<file path="src/rtl/dmac_pkg.sv">
// Shared definitions for the DMA chaining channel: register indices,
// control/status bit positions, control field struct and sequencer states.
package dmac_pkg;
    localparam int unsigned NUM_CH_REGS = 8;
    localparam int unsigned SIMPLE_WORDS = 4;
    localparam int unsigned IDX_W = $clog2(NUM_CH_REGS);
    localparam int unsigned REG_LINK = 0;
    localparam int unsigned REG_CTRL = NUM_CH_REGS - 1;
    localparam int unsigned CTRL_FIELD_W = 6;
    localparam int unsigned BIT_CHAIN_EN = 8;
    localparam int unsigned BIT_ACTIVE = 9;
    localparam int unsigned BIT_FETCH_ERR = 10;
    localparam int unsigned BIT_SIZE_ERR = 11;
    localparam int unsigned BIT_CH_RESET = 12;

    typedef struct packed {
        logic       simple;
        logic [2:0] size;
        logic       m2io;
        logic       single;
    } ctrl_t;

    typedef enum logic [1:0] {
        ST_IDLE,
        ST_FETCH,
        ST_START,
        ST_BUSY
    } ch_state_t;
endpackage

</file>
<file path="src/rtl/dmac_size_decode.sv">
// Decodes the size code and addressing mode of the control register.
// Assumes: pure combinational; the caller registers nothing here.
module dmac_size_decode #(
    parameter int unsigned BYTES_W = 9
) (
    input  logic [2:0]         size_code,
    input  logic               single,
    input  logic               m2io,
    output logic [BYTES_W-1:0] bytes_per_op,
    output logic               single_mode,
    output logic               mem_to_io,
    output logic               size_illegal
);
    localparam logic [BYTES_W-1:0] ONE_BYTE = BYTES_W'(1);
    localparam logic [BYTES_W-1:0] BLOCK_BASE = BYTES_W'(32);

    // Byte count: small codes are powers of two, large codes are double-word blocks.
    always_comb begin
        if (size_code[2]) bytes_per_op = BLOCK_BASE << size_code[1:0];
        else              bytes_per_op = ONE_BYTE << size_code[1:0];
    end

    // Mode outputs: direction only meaningful in single-address mode.
    always_comb begin
        single_mode  = single;
        mem_to_io    = single & m2io;
        size_illegal = size_code[2] & size_code[1] & ~single;
    end
endmodule

</file>
<file path="src/rtl/dmac_desc_fetch.sv">
// Fetches one command descriptor, one word per read handshake, at
// consecutive STRIDE-byte addresses. Emits a load strobe per word.
// Assumes: ack and data/err are valid in the same cycle as the request.
module dmac_desc_fetch #(
    parameter int unsigned ADDR_W = 32,
    parameter int unsigned DATA_W = 32,
    parameter int unsigned STRIDE = 8,
    parameter int unsigned NREGS = 8,
    parameter int unsigned SIMPLE_N = 4
) (
    input  logic                     clk,
    input  logic                     rst_n,
    input  logic                     kick,
    input  logic                     abort,
    input  logic [ADDR_W-1:0]        base,
    input  logic                     simple,
    output logic                     mrd_req,
    output logic [ADDR_W-1:0]        mrd_addr,
    input  logic                     mrd_ack,
    input  logic [DATA_W-1:0]        mrd_data,
    input  logic                     mrd_err,
    output logic                     ld_valid,
    output logic [$clog2(NREGS)-1:0] ld_idx,
    output logic [DATA_W-1:0]        ld_data,
    output logic                     last,
    output logic                     rd_err
);
    localparam int unsigned IW = $clog2(NREGS);
    localparam logic [IW-1:0] LAST_FULL = IW'(NREGS - 1);
    localparam logic [IW-1:0] LAST_SIMPLE = IW'(SIMPLE_N - 1);
    localparam logic [ADDR_W-1:0] STRIDE_A = ADDR_W'(STRIDE);

    logic              busy_q;
    logic [IW-1:0]     word_q;
    logic [ADDR_W-1:0] base_q;

    // Request and per-word strobes derived from the current word.
    always_comb begin
        mrd_req  = busy_q;
        mrd_addr = base_q + (ADDR_W'(word_q) * STRIDE_A);
        ld_valid = busy_q & mrd_ack & ~mrd_err;
        rd_err   = busy_q & mrd_ack & mrd_err;
        ld_idx   = word_q;
        ld_data  = mrd_data;
        last     = ld_valid & (word_q == (simple ? LAST_SIMPLE : LAST_FULL));
    end

    // Word counter and base capture.
    always_ff @(posedge clk) begin
        if (!rst_n) begin
            busy_q <= 1'b0;
            word_q <= '0;
            base_q <= '0;
        end else if (abort) begin
            busy_q <= 1'b0;
        end else if (kick) begin
            busy_q <= 1'b1;
            word_q <= '0;
            base_q <= base;
        end else if (busy_q && mrd_ack) begin
            if (mrd_err || last) busy_q <= 1'b0;
            else                 word_q <= word_q + 1'b1;
        end
    end
endmodule

</file>
<file path="src/rtl/dma_chain_ctrl.sv">
// One DMA channel: register file, descriptor chaining sequencer and
// size/mode decode. The data mover is reached by start/done/error only.
// Assumes: single clock, synchronous active-low reset, done/err only while busy.
module dma_chain_ctrl
    import dmac_pkg::*;
#(
    parameter int unsigned ADDR_W = 32,
    parameter int unsigned DATA_W = 32,
    parameter int unsigned DESC_STRIDE = 8,
    parameter int unsigned BYTES_W = 9
) (
    input  logic               clk,
    input  logic               rst_n,
    input  logic               master_en,
    input  logic               wr_en,
    input  logic [2:0]         wr_idx,
    input  logic [DATA_W-1:0]  wr_data,
    input  logic [2:0]         rd_idx,
    output logic [DATA_W-1:0]  rd_data,
    output logic               mrd_req,
    output logic [ADDR_W-1:0]  mrd_addr,
    input  logic               mrd_ack,
    input  logic [DATA_W-1:0]  mrd_data,
    input  logic               mrd_err,
    output logic               eng_start,
    input  logic               eng_done,
    input  logic               eng_err,
    output logic               chain_en,
    output logic               xfer_active,
    output logic               fetch_err,
    output logic               size_err,
    output logic [BYTES_W-1:0] bytes_per_op,
    output logic               single_mode,
    output logic               mem_to_io,
    output logic               size_illegal
);
    localparam int unsigned NDATA = NUM_CH_REGS - 1;
    localparam int unsigned IW = IDX_W;

    logic [DATA_W-1:0] regs_q [NDATA];
    ctrl_t             ctrl_q;
    ch_state_t         state_q;
    logic              chain_en_q, active_q, fetch_err_q, size_err_q;

    logic              ch_rst, link_wr, link_nz, kick;
    logic [ADDR_W-1:0] kick_base;
    logic              ld_valid, ld_last, ld_rderr;
    logic [IW-1:0]     ld_idx;
    logic [DATA_W-1:0] ld_data;

    // Decode software write intents.
    always_comb begin
        ch_rst  = wr_en && (wr_idx == IW'(REG_CTRL)) && wr_data[BIT_CH_RESET];
        link_wr = wr_en && (wr_idx == IW'(REG_LINK));
        link_nz = (wr_data != '0);
    end

    // Fetch trigger: a software link write when idle, or a chain step after done.
    always_comb begin
        kick = !ch_rst &&
               (((state_q == ST_IDLE) && link_wr && link_nz) ||
                ((state_q == ST_BUSY) && !eng_err && eng_done && chain_en_q));
        kick_base = (state_q == ST_IDLE) ? ADDR_W'(wr_data) : ADDR_W'(regs_q[REG_LINK]);
    end

    dmac_desc_fetch #(
        .ADDR_W  (ADDR_W),
        .DATA_W  (DATA_W),
        .STRIDE  (DESC_STRIDE),
        .NREGS   (NUM_CH_REGS),
        .SIMPLE_N(SIMPLE_WORDS)
    ) u_fetch (
        .clk     (clk),
        .rst_n   (rst_n),
        .kick    (kick),
        .abort   (ch_rst),
        .base    (kick_base),
        .simple  (ctrl_q.simple),
        .mrd_req (mrd_req),
        .mrd_addr(mrd_addr),
        .mrd_ack (mrd_ack),
        .mrd_data(mrd_data),
        .mrd_err (mrd_err),
        .ld_valid(ld_valid),
        .ld_idx  (ld_idx),
        .ld_data (ld_data),
        .last    (ld_last),
        .rd_err  (ld_rderr)
    );

    dmac_size_decode #(.BYTES_W(BYTES_W)) u_decode (
        .size_code   (ctrl_q.size),
        .single      (ctrl_q.single),
        .m2io        (ctrl_q.m2io),
        .bytes_per_op(bytes_per_op),
        .single_mode (single_mode),
        .mem_to_io   (mem_to_io),
        .size_illegal(size_illegal)
    );

    // Data registers 0..6: a descriptor word wins over a software write.
    always_ff @(posedge clk) begin
        for (int i = 0; i < NDATA; i++) begin
            if (!rst_n)                                 regs_q[i] <= '0;
            else if (ld_valid && ld_idx == IW'(i))      regs_q[i] <= ld_data;
            else if (wr_en && wr_idx == IW'(i))         regs_q[i] <= wr_data;
        end
    end

    // Control fields: channel reset first, then descriptor word 7, then software.
    always_ff @(posedge clk) begin
        if (!rst_n || ch_rst)                            ctrl_q <= '0;
        else if (ld_valid && ld_idx == IW'(REG_CTRL))    ctrl_q <= ctrl_t'(ld_data[CTRL_FIELD_W-1:0]);
        else if (wr_en && wr_idx == IW'(REG_CTRL))       ctrl_q <= ctrl_t'(wr_data[CTRL_FIELD_W-1:0]);
    end

    // Chain-enable follows every link write; master disable and resets dominate.
    always_ff @(posedge clk) begin
        if (!rst_n || ch_rst || !master_en)              chain_en_q <= 1'b0;
        else if (ld_valid && ld_idx == IW'(REG_LINK))    chain_en_q <= (ld_data != '0);
        else if (link_wr)                                chain_en_q <= link_nz;
        else if (ld_rderr)                               chain_en_q <= 1'b0;
    end

    // Sequencer with active and sticky error status.
    always_ff @(posedge clk) begin
        if (!rst_n || ch_rst) begin
            state_q     <= ST_IDLE;
            active_q    <= 1'b0;
            fetch_err_q <= 1'b0;
            size_err_q  <= 1'b0;
        end else begin
            case (state_q)
                ST_IDLE: begin
                    if (kick) begin
                        active_q <= 1'b1;
                        state_q  <= ST_FETCH;
                    end
                end
                ST_FETCH: begin
                    if (ld_rderr) begin
                        fetch_err_q <= 1'b1;
                        active_q    <= 1'b0;
                        state_q     <= ST_IDLE;
                    end else if (ld_last) begin
                        state_q <= ST_START;
                    end
                end
                ST_START: begin
                    if (size_illegal) begin
                        size_err_q <= 1'b1;
                        active_q   <= 1'b0;
                        state_q    <= ST_IDLE;
                    end else begin
                        state_q <= ST_BUSY;
                    end
                end
                default: begin
                    if (eng_err) begin
                        active_q <= 1'b0;
                        state_q  <= ST_IDLE;
                    end else if (eng_done) begin
                        if (kick) begin
                            state_q <= ST_FETCH;
                        end else begin
                            active_q <= 1'b0;
                            state_q  <= ST_IDLE;
                        end
                    end
                end
            endcase
        end
    end

    // Start pulse for the mover when a legal descriptor has been loaded.
    always_comb eng_start = (state_q == ST_START) && !size_illegal && !ch_rst;

    // Read mux: data registers, or control fields plus status.
    always_comb begin
        rd_data = '0;
        if (rd_idx == IW'(REG_CTRL)) begin
            rd_data[CTRL_FIELD_W-1:0] = ctrl_q;
            rd_data[BIT_CHAIN_EN]     = chain_en_q;
            rd_data[BIT_ACTIVE]       = active_q;
            rd_data[BIT_FETCH_ERR]    = fetch_err_q;
            rd_data[BIT_SIZE_ERR]     = size_err_q;
        end else begin
            for (int i = 0; i < NDATA; i++)
                if (rd_idx == IW'(i)) rd_data = regs_q[i];
        end
    end

    // Status ports.
    always_comb begin
        chain_en    = chain_en_q;
        xfer_active = active_q;
        fetch_err   = fetch_err_q;
        size_err    = size_err_q;
    end
endmodule

</file>
<file path="config.mk">
export PLATFORM = sky130hd
export DESIGN_NAME = dma_chain_ctrl
export DESIGN_NICKNAME = d
export VERILOG_FILES = /design/src/rtl/dmac_pkg.sv /design/src/rtl/dmac_size_decode.sv /design/src/rtl/dmac_desc_fetch.sv /design/src/rtl/dma_chain_ctrl.sv
export SDC_FILE = /design/constraint.sdc
export NUM_CORES = 1
export LEC_CHECK = 0
export BUFFER_PORTS_ARGS = -buffer_cell sky130_fd_sc_hd__buf_2
export CAP_MARGIN = 15
export CORE_MARGIN = 2
export CORE_UTILIZATION = 54
export DETAILED_ROUTE_END_ITERATION = 8
export GPL_TIMING_DRIVEN = 0
export PLACE_DENSITY = 0.76
export SKIP_CTS_REPAIR_TIMING = 1
export SLEW_MARGIN = 0
export SYNTH_ARGS = -nofsm -noshare
export SYNTH_HDL_FRONTEND = slang
export SYNTH_SLANG_ARGS = --single-unit
</file>
<file path="constraint.sdc">
create_clock -name clk -period 5.35 [get_ports clk]
set_input_delay 1.07 -clock clk [delete_from_list [all_inputs] [get_ports clk]]
set_output_delay 1.07 -clock clk [all_outputs]
set_load 0.01 [all_outputs]
</file>
==> metrics, run 1 <==
RSZ-0062 raised after global routing=no; Unique masters post-synth=60; Design Power=5.08 mW; Min-Delay Path Class=register to register; P_leak=6.96 nW; net switching power=1.26 mW; crit-path max cell delay=680 ps; Port Buffers=90; largest net degree at the start of global routing=31; layout cells sized above 1=15.8%; Routed Antenna Nets=0; Clock Tree Root=clkbuf_16; status=completed; worst hold start=u_fetch.base_q[0]$_SDFFE_PN0P_; area of the multi-input gates=6160 um2; skew final=7.95 ps; Starting Density=between 50 and 60%; Synth Area per Inst=~12 um2; stages on the worst setup path=7; I/O Pins=160; Core Footprint=26900 um2; worst hold slack=509 ps; Setup crit start=rd_idx[2]; flop2flop setup slack=2630 ps; maximum vdd ir drop=a little under 200 uV; Syn Nets=1360; pre-CTS setup slack=between 600 and 700 ps; Final Critical Period=about 4800 ps; Slowest cell on crit path=clkbuf_1; Clock transition at path regs=60 ps; max-slew violations=0; switching portion of total power=24.8%; clk sinks=between 200 and 300; Clk Latency, worst-skew pair=550 ps; Max clock buf depth=3; Worst EP arrival=3720 ps; Die Width=between 150 and 200 um; critical path's top delay family=buffers and inverters; crit-path cells=buf_2, buf_2, clkbuf_1, clkbuf_1, buf_1, o22ai_1, buf_2; final layout net count=roughly 1500; leading cell types in the layout, fill and taps excluded=253 x a22o_1, 224 x edfxtp_1, 116 x clkbuf_1, 116 x buf_2, 70 x mux2i_1; hpwl dp=33.6 mm; ys async rst share=0%; share of the synthesized area in the top cell type=45.8%; drt total wl=approximately 47 mm; Crit path required time=~4300 ps; 1st-iter DRT viols=1615; Comb power frac=11.1%; Final Wtd Congestion=0.938; FF-to-FF path depth=5; die area=28600 um2; commonest non-fill, non-tap cell in the layout=a22o_1; hold depth=1; initial antenna violation count=0; Synth warnings=0; Post-Syn Area=14700 um2; global route overflow=0; worst slew pin tran=1070 ps; CP Launch Type=input port; CTS H-tree lvls=1; Remaining DRCs=0; Post-synth EDFFs=224; first-pass GRT wire length=70.0 mm; Num CTS Buffers=28; dominant cell type by area after synthesis=edfxtp_1; synth top area cells=edfxtp_1 46%, a22o_1 15%, dfxtp_1 6.5%; clock power share=between 40% and 50%; fin crit share=89.6%; max cap viols=0; internal power consumption=3.82 mW; final hold vios=0; # setup viols final=0; CP Capture Type=primary output; height of the die=169 um; Final WS setup=558 ps; drt first pass iters=6; Filler cells=2098; CP max FO=10; row count=60; flops & latches, synth=roughly 270; P&R area growth vs syn=14.2%; FF-to-FF Start=u_fetch.ld_idx[1]$_SDFFE_PN0P_; post-synthesis sequential area ratio=52.3%; Worst Path Buf+Inv=6; vias in the first global route=11600; crit-path most repeated cell=buf_2; achievable frequency=209 MHz; DR WL/cell=26.6 um; via/cell ratio=6.85; All-Layer GR Usage=32.4%; FF/Latch Area=slightly below 8000 um2; via count=12200; Main synth FF type=edfxtp_1; cells after synthesis=about 1300; Crit Path Category=input port to primary output; Slew Limit Headroom=28.3%; Flop pwr share=48.3%; Pwr per Cell Area=303 nW/um2; CTS tree=built
==> stage by stage <==
| stage | TNS, ps | utilization (%) | instances | area, um2 |
|---|---|---|---|---|
| global placement | -25110 | 58.0 | 1703 | 15600 |
| global route | 0 | 62.4 | 1778 | 16800 |
| detailed placement | 0 | 58.9 | 1726 | 15800 |
| floorplan | 0 | - | 1272 | 14700 |
| CTS | 0 | 62.4 | 1778 | 16800 |
| finish | 0 | 62.5 | 1779 | 16800 |
==> synth_stat cells, types with 26 or more instances <==
| cell type | instances |
|---|---|
| a22o_1 | 253 |
| edfxtp_1 | 224 |
| clkbuf_1 | 112 |
| mux2i_1 | 70 |
| a21oi_1 | 60 |
| nor2_1 | 53 |
| dfxtp_1 | 48 |
| o21ai_0 | 46 |
| buf_1 | 33 |
| o211a_1 | 33 |
| a21o_1 | 30 |
| a22oi_1 | 30 |
| buf_2 | 26 |
==> logic make-up (layout without fill, tap and decap cells) <==
group,count (synthesis),count (layout),synth area share [%]
compound gates,506,506,26.7
xor+xnor,29,29,1.73
fa+ha+maj,10,10,0.902
buf+inv,200,365,5.95
flops,272,272,52.3
mux,77,77,5.61
other cells,1,2,0.0255
simple gates,177,177,6.80
==> cell type report <==
type | instances | share of cell area (%)
clock inverters | 17 | 1.11
inverters | 13 | 0.291
flip-flops and latches | 272 | 45.8
clock buffers | 35 | 4.64
well taps | 341 | 2.54
repair buffers | 113 | 3.97
plain buffers | 187 | 4.92
multi-input cells | 800 | 36.7
diodes | 1 | 0.0149
==> power by group through the flow <==
stage,logic (mW),registers [mW],clock network (mW)
after global routing,0.593,2.46,2.13
after global placement,0.514,2.50,0
after floorplan,0.336,2.49,0
final,0.563,2.45,2.06
after CTS,0.547,2.45,2.04
after detailed placement,0.545,2.50,0
==> path summary, 6_finish.rpt <==
check,endpoint
worst max-delay path,rd_data[6]
worst min-delay path,u_fetch.base_q[0]$_SDFFE_PN0P_
worst max register to register,regs_q[5][8]$_DFFE_PP_
worst min register to register,u_fetch.base_q[0]$_SDFFE_PN0P_
==> registers in the layout, summed over array words and instances, names as in the netlist <==
| signal | count |
|---|---|
| chain_en | 1 |
| ctrl_q | 6 |
| fetch_err | 1 |
| regs_q | 224 |
| size_err | 1 |
| state_q | 2 |
| u_fetch.base_q | 32 |
| u_fetch.ld_idx | 3 |
| u_fetch.mrd_req | 1 |
| xfer_active | 1 |
==> per-layer routing <==
metal | global-route usage, % | share of wire, %
met1 | 43.7 | 38
met5 | 0 | 0
met4 | 11.6 | 3.6
met3 | 8.74 | 13
met2 | 50.8 | 45
No activity file was read; power rests on OpenSTA's default activity.
==> run 2: changes to the inputs <==
--- a/config.mk
+++ b/config.mk
@@ -12,6 +12,7 @@
 export DETAILED_ROUTE_END_ITERATION = 8
 export GPL_TIMING_DRIVEN = 0
 export PLACE_DENSITY = 0.76
+export REMOVE_ABC_BUFFERS = 1
 export SKIP_CTS_REPAIR_TIMING = 1
 export SLEW_MARGIN = 0
 export SYNTH_ARGS = -nofsm -noshare
==> constraint.sdc (replaced) <==
create_clock -name clk -period 5.35 [get_ports clk]
set_input_delay 0.8025 -clock clk [delete_from_list [all_inputs] [get_ports clk]]
set_output_delay 0.8025 -clock clk [all_outputs]
set_load 0.01 [all_outputs]
==> run 2 against run 1 <==
- non-clock buffer count decreased by 97
- worst hold slack worse by 18 ps
- via count is 2.0% lower
- routed wire length decreased by 2.9%
- first-iteration DRC count is 6.2% higher
- largest power group unchanged
==> metrics, run 2 (same netlist as run 1, synthesis figures left out) <==
max-slew violations=0 (unchanged); Filler cells=2074 (-1.1%); crit-path cells=buf_2, buf_12, clkinv_2, buf_12, nor2_4, a21oi_1, o221ai_1, a22o_1, buf_2; Num CTS Buffers=28 (unchanged); worst hold slack=491 ps (-18.0 ps); FF-to-FF Start=state_q[0]$_SDFFE_PP0P_; Final Critical Period=4850 ps (+57.9 ps); crit-path max cell delay=760 ps (+80 ps); metal2 WL=21.5 mm (+1.9%); P&R area growth vs syn=14.2% (about the same); Slowest cell on crit path=nor2_4; CP Capture Type=primary output; Clock transition at path regs=60 ps (about the same); Port Buffers=158 (+76%); RSZ-0062 raised after global routing=no; Final Wtd Congestion=0.867 (-7.6%); net switching power=1.23 mW (-2.3%); global route overflow=0 (unchanged); Slew Limit Headroom=23.5% (-4.8 points); Die Width=169 um (unchanged); diode count=0 (-1); Clock Tree Root=clkbuf_16; Routed Antenna Nets=0 (unchanged); Flop pwr share=48.9% (+0.6 points); All-Layer GR Usage=31.4% (-1.0 points); height of the die=169 um (unchanged); CP max FO=33 (+23); achievable frequency=206 MHz (-1.2%); initial antenna violation count=1 (+1); Design Power=5.02 mW (-1.2%); final layout net count=1406 (-6.5%); row count=60 (unchanged); clk sinks=272 (unchanged); vias in the first global route=11500 (-1.0%); drt first pass iters=7 (+1); Crit path required time=4550 ps (+270 ps); fin crit share=90.7% (+1.1 points); via count=11900 (-2.0%); skew final=8.75 ps (+0.799 ps); Post-Route Setup TNS=0 ps (unchanged); Max clock buf depth=3 (unchanged); Starting Density=54.7% (unchanged); drt total wl=45.9 mm (-2.9%); first-pass GRT wire length=68.7 mm (-1.8%); hpwl dp=30.2 mm (-10%); DR WL/cell=27.3 um (+2.8%); Core Footprint=26900 um2 (unchanged); worst slew pin tran=1140 ps (+73.0 ps); status=completed; max reg flops=224 (unchanged); Worst EP arrival=4050 ps (+330 ps); Pwr per Cell Area=299 nW/um2 (-1.2%); # setup viols final=0 (unchanged); max cap viols=0 (unchanged); Regs by FF count=regs_q: 224 flops, u_fetch.base_q: 32 flops, ctrl_q: 6 flops; die area=28600 um2 (unchanged); highest metal used=met4; worst hold start=fetch_err$_SDFFE_PP0P_; switching portion of total power=24.5% (-0.27 points); met1 wire length=17.4 mm (-4.4%); internal power consumption=3.79 mW (-0.87%); largest net degree at the start of global routing=55 (+77%); Crit Path Category=input port to primary output; final hold vios=0 (unchanged); P_leak=7.03 nW (+1.0%); CTS tree=built; Clk Latency, worst-skew pair=550 ps (about the same); leading cell types in the layout, fill and taps excluded=253 x a22o_1, 224 x edfxtp_1, 158 x buf_2; most flop-heavy register=regs_q; Setup crit start=rd_idx[0]; WL met3=5.30 mm (-16%); 1st-iter DRT viols=1715 (+6.2%); CP Launch Type=input port; commonest non-fill, non-tap cell in the layout=a22o_1; layout cells sized above 1=21.6% (+5.8 points); Remaining DRCs=0 (unchanged); Comb power frac=11.1% (about the same); via/cell ratio=7.11 (+3.7%); Min-Delay Path Class=register to register; maximum vdd ir drop=249 uV (+26%); I/O Pins=160 (unchanged); clock power share=40.0% (-0.6 points); CTS H-tree lvls=1 (unchanged)
## run 2: area by class of cell
cell class	instances	area, um2	area share [%]
inverters	13	50.0	0.298
clock inverters	11	133	0.790
repair buffers	203	1420	8.45
clock buffers	41	801	4.77
well taps	341	427	2.54
multi-input cells	800	6270	37.3
flip-flops and latches	272	7690	45.8
## run 2: path summary, 6_finish.rpt
path                                    end  slack (ps)  cells past startpoint
min                  fetch_err$_SDFFE_PP0P_         490                      2
min reg2reg          fetch_err$_SDFFE_PP0P_         490                      2
max                             rd_data[10]         500                      9
max reg2reg  u_fetch.base_q[3]$_SDFFE_PN0P_        2350                      7
## run 2: worst max-delay path: cells and delay by family
family	cells	cell delay (ps)
buf+inv	5	1690
simple gates	1	760
compound gates	3	740
## run 2: routing by layer
| metal | up-vias | global-route usage, % |
|---|---|---|
| met3 | 140 | 5.66 |
| met1 | 5854 | 41.9 |
| met5 | - | 0 |
| met2 | 885 | 51.1 |
| li1 | 5070 | - |
| met4 | 0 | 12.7 |
## run 2: power by group through the flow
| stage | Sequential [mW] | Combinational (mW) | Clock (mW) |
|---|---|---|---|
| 2_1_floorplan | 2.49 | 0.245 | 0 |
| 3_3_place_gp | 2.50 | 0.493 | 0 |
| 3_5_place_dp | 2.50 | 0.543 | 0 |
| 4_1_cts | 2.45 | 0.546 | 2.00 |
| 5_1_grt | 2.46 | 0.588 | 2.08 |
| 6_report | 2.45 | 0.558 | 2.01 |
## run 2: per-stage QoR
stage	worst slack [ps]	instances	util [%]	instance area [um2]
after floorplan	177	1085	-	13900
after global placement	-3650	1584	56.2	15100
after detailed placement	561	1628	58.9	15800
after CTS	570	1680	62.3	16800
after global routing	392	1681	62.4	16800
final	500	1681	62.4	16800
